### config.mk
export PLATFORM = sky130hd
export DESIGN_NAME = simd_shcmp
export DESIGN_NICKNAME = d
export VERILOG_FILES = /design/src/rtl/simd_shcmp.sv
export SDC_FILE = /design/constraint.sdc
export NUM_CORES = 1
export LEC_CHECK = 0
export ABC_AREA = 1
export CAP_MARGIN = 10
export CORE_UTILIZATION = 42
export CTS_CLUSTER_SIZE = 14
export DETAILED_ROUTE_END_ITERATION = 10
export PLACE_DENSITY = 0.78
export SLEW_MARGIN = 20
export SYNTH_ARGS = -nofsm -noshare
export SYNTH_HDL_FRONTEND = slang
export SYNTH_SLANG_ARGS = --single-unit
### constraint.sdc
create_clock -name clk -period 0.8 [get_ports clk]
set_clock_uncertainty 0.15 [all_clocks]
set_input_delay 0.2 -clock clk [delete_from_list [all_inputs] [get_ports clk]]
set_output_delay 0.2 -clock clk [all_outputs]
set_load 0.03 [all_outputs]
### src/rtl/simd_shcmp.sv
module simd_shcmp #(
  parameter int WORD_W = 64,
  parameter int AMT_W  = 32,
  parameter int OP_W   = 4
) (
  input  logic              clk,
  input  logic              rst_n,
  input  logic              in_valid,
  input  logic [OP_W-1:0]   op,
  input  logic [WORD_W-1:0] src_a,
  input  logic [WORD_W-1:0] src_b,
  input  logic [AMT_W-1:0]  amt,
  output logic              out_valid,
  output logic [WORD_W-1:0] result
);
  localparam int N32 = WORD_W / 32;
  localparam int N16 = WORD_W / 16;

  logic [4:0] sh32;
  logic [3:0] sh16;
  assign sh32 = amt[4:0];
  assign sh16 = amt[3:0];

  logic [WORD_W-1:0] sra32, srl32, sll32;
  logic [WORD_W-1:0] sra16, srl16, sll16;
  logic [WORD_W-1:0] gt_w, eq_w, xpnd;
  logic [N16-1:0]    gt_f, eq_f;

  for (genvar i = 0; i < N32; i++) begin : g_l32
    logic [31:0] x;
    assign x = src_a[32*i +: 32];
    assign sra32[32*i +: 32] = $signed(x) >>> sh32;
    assign srl32[32*i +: 32] = x >> sh32;
    assign sll32[32*i +: 32] = x << sh32;
  end

  for (genvar i = 0; i < N16; i++) begin : g_l16
    logic [15:0] x, y;
    assign x = src_a[16*i +: 16];
    assign y = src_b[16*i +: 16];
    assign sra16[16*i +: 16] = $signed(x) >>> sh16;
    assign srl16[16*i +: 16] = x >> sh16;
    assign sll16[16*i +: 16] = x << sh16;
    assign gt_f[i] = $signed(x) > $signed(y);
    assign eq_f[i] = x == y;
    assign xpnd[16*i +: 16] = {16{amt[i]}};
  end

  assign gt_w = {{(WORD_W-N16){1'b0}}, gt_f};
  assign eq_w = {{(WORD_W-N16){1'b0}}, eq_f};

  logic [WORD_W-1:0] nxt;
  always_comb begin
    case (op)
      4'd0:    nxt = sra32;
      4'd1:    nxt = srl32;
      4'd2:    nxt = sll32;
      4'd3:    nxt = sra16;
      4'd4:    nxt = srl16;
      4'd5:    nxt = sll16;
      4'd6:    nxt = gt_w;
      4'd7:    nxt = eq_w;
      4'd8:    nxt = xpnd;
      default: nxt = '0;
    endcase
  end

  always_ff @(posedge clk or negedge rst_n) begin
    if (!rst_n) begin
      out_valid <= 1'b0;
      result    <= '0;
    end else begin
      out_valid <= in_valid;
      if (in_valid) result <= nxt;
    end
  end
endmodule

==> results of run 1 <==
## cells in the mapped netlist, types with 3 or more instances
cell / n / area (sq um)
a21oi_1: 85 / 425.4
a31oi_1: 6 / 37.54
and2_1: 19 / 118.9
buf_1: 20 / 75.07
buf_2: 63 / 315.3
buf_4: 13 / 97.59
buf_6: 5 / 56.30
clkbuf_1: 48 / 180.2
dfrtp_1: 65 / 1627
ha_1: 64 / 800.8
inv_1: 136 / 510.5
inv_2: 13 / 48.80
nand2_1: 1216 / 4564
nand2_2: 6 / 37.54
nand2_4: 3 / 33.78
nand3_1: 525 / 2628
nand3_2: 4 / 40.04
nand3b_1: 6 / 45.04
nand4_1: 30 / 187.7
nor2_1: 130 / 488.0
nor2_2: 3 / 18.77
nor2_4: 3 / 33.78
nor3_1: 7 / 35.03
o211ai_1: 9 / 67.56
o21a_1: 4 / 30.03
o21ai_0: 95 / 475.5
o21ai_1: 21 / 105.1
o21bai_1: 4 / 30.03
## kinds of logic after synthesis
kind of cell | synth area share [%]
AND/OR/NAND/NOR | 62.58
AO/OA/AOI/OAI | 9.290
adder cells (fa/ha/maj) | 6.054
flip-flops | 12.30
buffers and inverters | 9.781
## what timing repair did
action                                  in CTS
endpoints found under the setup margin     129
pin swaps                                  192
endpoints found under the hold margin       65
cloned                                      11
resized for setup                          778
setup buffers                               36
## routing by layer
metal	GRT overflow	global-route usage, %
met3	38	79.23
met2	555	104.5
met1	58	87.50
met4	224	92.90
met5	4	56.89
## stage by stage
step,hold slack (ps),cell area [sq um],instances,setup TNS [ps]
2_1_floorplan,-245.6,14120,2617,-43130
3_3_place_gp,66.38,19960,3526,-109450
3_5_place_dp,76.70,19960,3526,-110650
4_1_cts,-291.3,22870,3585,-85460
==> run summary, run 1 <==
Stop err = [ERROR GRT-0232] Routing congestion too high. Check the congestion heatmap in the GUI.
Endpoint with the least setup slack after the last repair = result[19]$_DFFE_PN0P_/D
Failed at = global routing (5_1_grt)
Mapped Area = 13230 sq um
Worst-path endpoint category = register data pin
Ys Warns = 0
Row count = 64
Detailed-placement wirelength estimate = 67060 um
Total GRT Usage = 90.24%
Port buffer count = 204
DIE WIDTH = 179.5 um
Htree depth = 3
Register area share after synthesis = 12.30%
CTS Buffer Depth = 2
Async set-reset flop share out of synthesis = 100.0%
Status = did not finish
Routability cong. = 1.203
Die height = 179.5 um
Largest net degree at the start of global routing = 49
Post-synth EDFFs = 0
Post-Synthesis Cells = 2617
Num CTS Buffers = 9
Pre-CTS setup slack = -1752 ps
I/O Pins = 232
Syn Nets = 2848
Clock net sink count = 65
Synth Area per Inst = 5.054 sq um
Post-synth top flop = dfrtp_1
Grt total ovfl = 879
Root Buffer = clkbuf_16
Distinct cells, synth = 39
Initial core utilization = 43.01%
Register bit total from synthesis = 65
==> run 2, diff against run 1 <==
CORE_UTILIZATION = 27   (was 42)
CTS_CLUSTER_SIZE = unset   (was 14)
PLACE_DENSITY = unset   (was 0.78)
PLACE_DENSITY_LB_ADDON = 0.15   (was unset)
==> run summary, run 2 <==
Synth Area per Inst = 5.054 sq um
Drt pass-1 iters = 6
Max Slew Vio Count = 0
Static Leak = 13.29 nW
Most common cell after layout, fill and taps aside = nand2_1
Post-Route WL = 96190 um
Critical Path AT = 1950 ps
Port buffer count = 204
First-pass GRT wire length = 137000 um
CTS clock-pin slew for the worst setup and hold paths = 60 ps
RSZ-0062 raised after global routing = true
Synth cell count leaders = 1216 x nand2_1, 525 x nand3_1, 136 x inv_1, 130 x nor2_1, 95 x o21ai_0
Hold Path Class = in2reg
Final-report setup violation count = 193
Post-route ant nets = 0
VDD IR max = 0.8794 mV
Row count = 80
Pwr dens = 960.0 nW/um^2
Vias per inst = 5.492
Register area share after synthesis = 12.30%
Syn Nets = 2848
Mapped Area = 13230 sq um
Post-synth top flop = dfrtp_1
CP Launch Type = input port
Hold_ws = 21.00 ps
Detailed-placement wirelength estimate = 76730 um
Iter 0 DRT Violations = 2003
Most frequent cells in the layout = 861 x nand2_1, 471 x buf_4, 323 x nand3_1, 256 x nand2_2, 178 x nand3_2
CTS tree = built
Die footprint = 49880 sq um
CTS Buffer Depth = 2
Status = finished with violations
WP data required = 900 ps
DR vias = 21420
Area Growth Syn to Fin = 95.02%
Total GRT Usage = 37.38%
Distinct cells, synth = 39
Average wire per standard cell = 24.66 um
Final period utilization = 231.6%
Post-layout net count = 3511
Share of the synthesized area in the top cell type = 34.51%
Post-synth top area cell = nand2_1
Async set-reset flop share out of synthesis = 100.0%
Fin crit period = 1853 ps
Critical path peak fanout = 8
Layout cell share with drive strength beyond 1 = 48.19%
Synth area leaders = nand2_1 35%, nand3_1 20%, dfrtp_1 12%
Root Buffer = clkbuf_16
Ys Warns = 0
Htree depth = 3
I/O Pins = 232
Top flop regs = result (64), out_valid (1)
Placed insts = 3825
DIE WIDTH = 223.3 um
Num CTS Buffers = 9
Post-Synthesis Cells = 2617
Routability cong. = 1.033
Drt drc = 0
Die height = 223.3 um
Worst skew pair latency = 350 ps
Setup TNS = -96160 ps
Failing checks = negative setup slack
Worst Tran Pin Value = 415.2 ps
Initial antenna violation count = 0
Critical path class = in2reg
Initial core utilization = 27.53%
N_diodes = 0
Grt total ovfl = 0
Final WS setup = -1053 ps
Register bit total from synthesis = 65
Pre-CTS setup slack = -2003 ps
Clock net sink count = 65
Vias in the first global route = 20880
Largest net degree at the start of global routing = 51
CP Capture Type = register
Largest reg by FF count = result
Max-cap violation count = 0
Final Non-Filler Cells = 3900
Total power = 24.76 mW
Max frequency = 0.5396 GHz
Core area = 48050 sq um
Slew HR = 72.29%
Max reg flops = 64
Post-synth EDFFs = 0
Final Hold Viols = 0
Most numerous cell in the Yosys netlist = nand2_1
==> run 2: cell type report <==
cell class,instances,area [sq um]
clock inverters,7,75.07
multi-input cells,2252,14140
repair inverters,2,20.02
flip-flops and latches,65,1700
clock buffers,9,225.2
well taps,615,769.5
repair buffers,799,8210
inverters,151,655.6
fillers,4839,22250
==> run 2: routing by layer <==
metal / share of wire (%) / GRT usage, % / up-vias
li1: - / - / 9904
met1: 42 / 48.67 / 10360
met2: 46 / 60.68 / 951
met3: 7.7 / 6.243 / 206
met4: 5.2 / 16.08 / 0
met5: 0 / 0 / -
==> run 2: critical path, cell delays in order <==
cell	delay (ps)
buf_16	140
clkinv_16	100
buf_12	160
buf_6	130
nand2_2	80
nand3_1	120
nand3_2	110
nand2_1	90
nand2_2	160
nand2_1	70
nand2_1	70
nand2_2	60
nor2_1	100
buf_4	140
nand3_1	80
nand2_1	70
nand2_1	50
==> run 2: logic make-up after synthesis <==
kind of cell / Yosys count / synth area share, %
flops: 65 / 12.30
buf+inv: 300 / 9.781
simple gates: 1957 / 62.58
fa+ha+maj: 64 / 6.054
compound gates: 231 / 9.290
==> run 2: per-stage QoR <==
stage | utilization [%] | instance area (sq um)
CTS | 50.02 | 24030
detailed placement | 43.96 | 21120
global placement | 43.96 | 21120
finish | 53.69 | 25790
global route | 53.69 | 25790
floorplan | - | 14120
==> run 2: worst paths after layout <==
check                                start          to  slack (ps)  cells past startpoint
max in group asynchronous            rst_n   result[2]        -100                      3
worst max-delay path                amt[0]   result[5]       -1050                     17
worst min-delay path              in_valid   out_valid          20                      2
worst max register to register  result[13]  result[13]        -120                      2
worst min register to register  result[45]  result[45]         370                      2
min in group asynchronous            rst_n  result[61]          80                      2
==> run 2: repair_timing <==
item / 4_1_cts / 5_1_grt
pin swaps: 215 / 143
hold buffers: 1 / 0
setup endpoints to repair: 129 / 193
gates resized for setup: 744 / 399
endpoints found under the hold margin: 65 / 0
gates cloned: 13 / 6
buffers inserted: 25 / 20
==> run 2: report_power, final <==
part,leakage (nW),internal [mW],switching [mW]
logic,12.4,7.00,9.51
registers,0.783,3.67,0.424
clock network,0.151,2.44,1.72
total,13.3,13.1,11.7
Power figures use the tool's default switching activity.
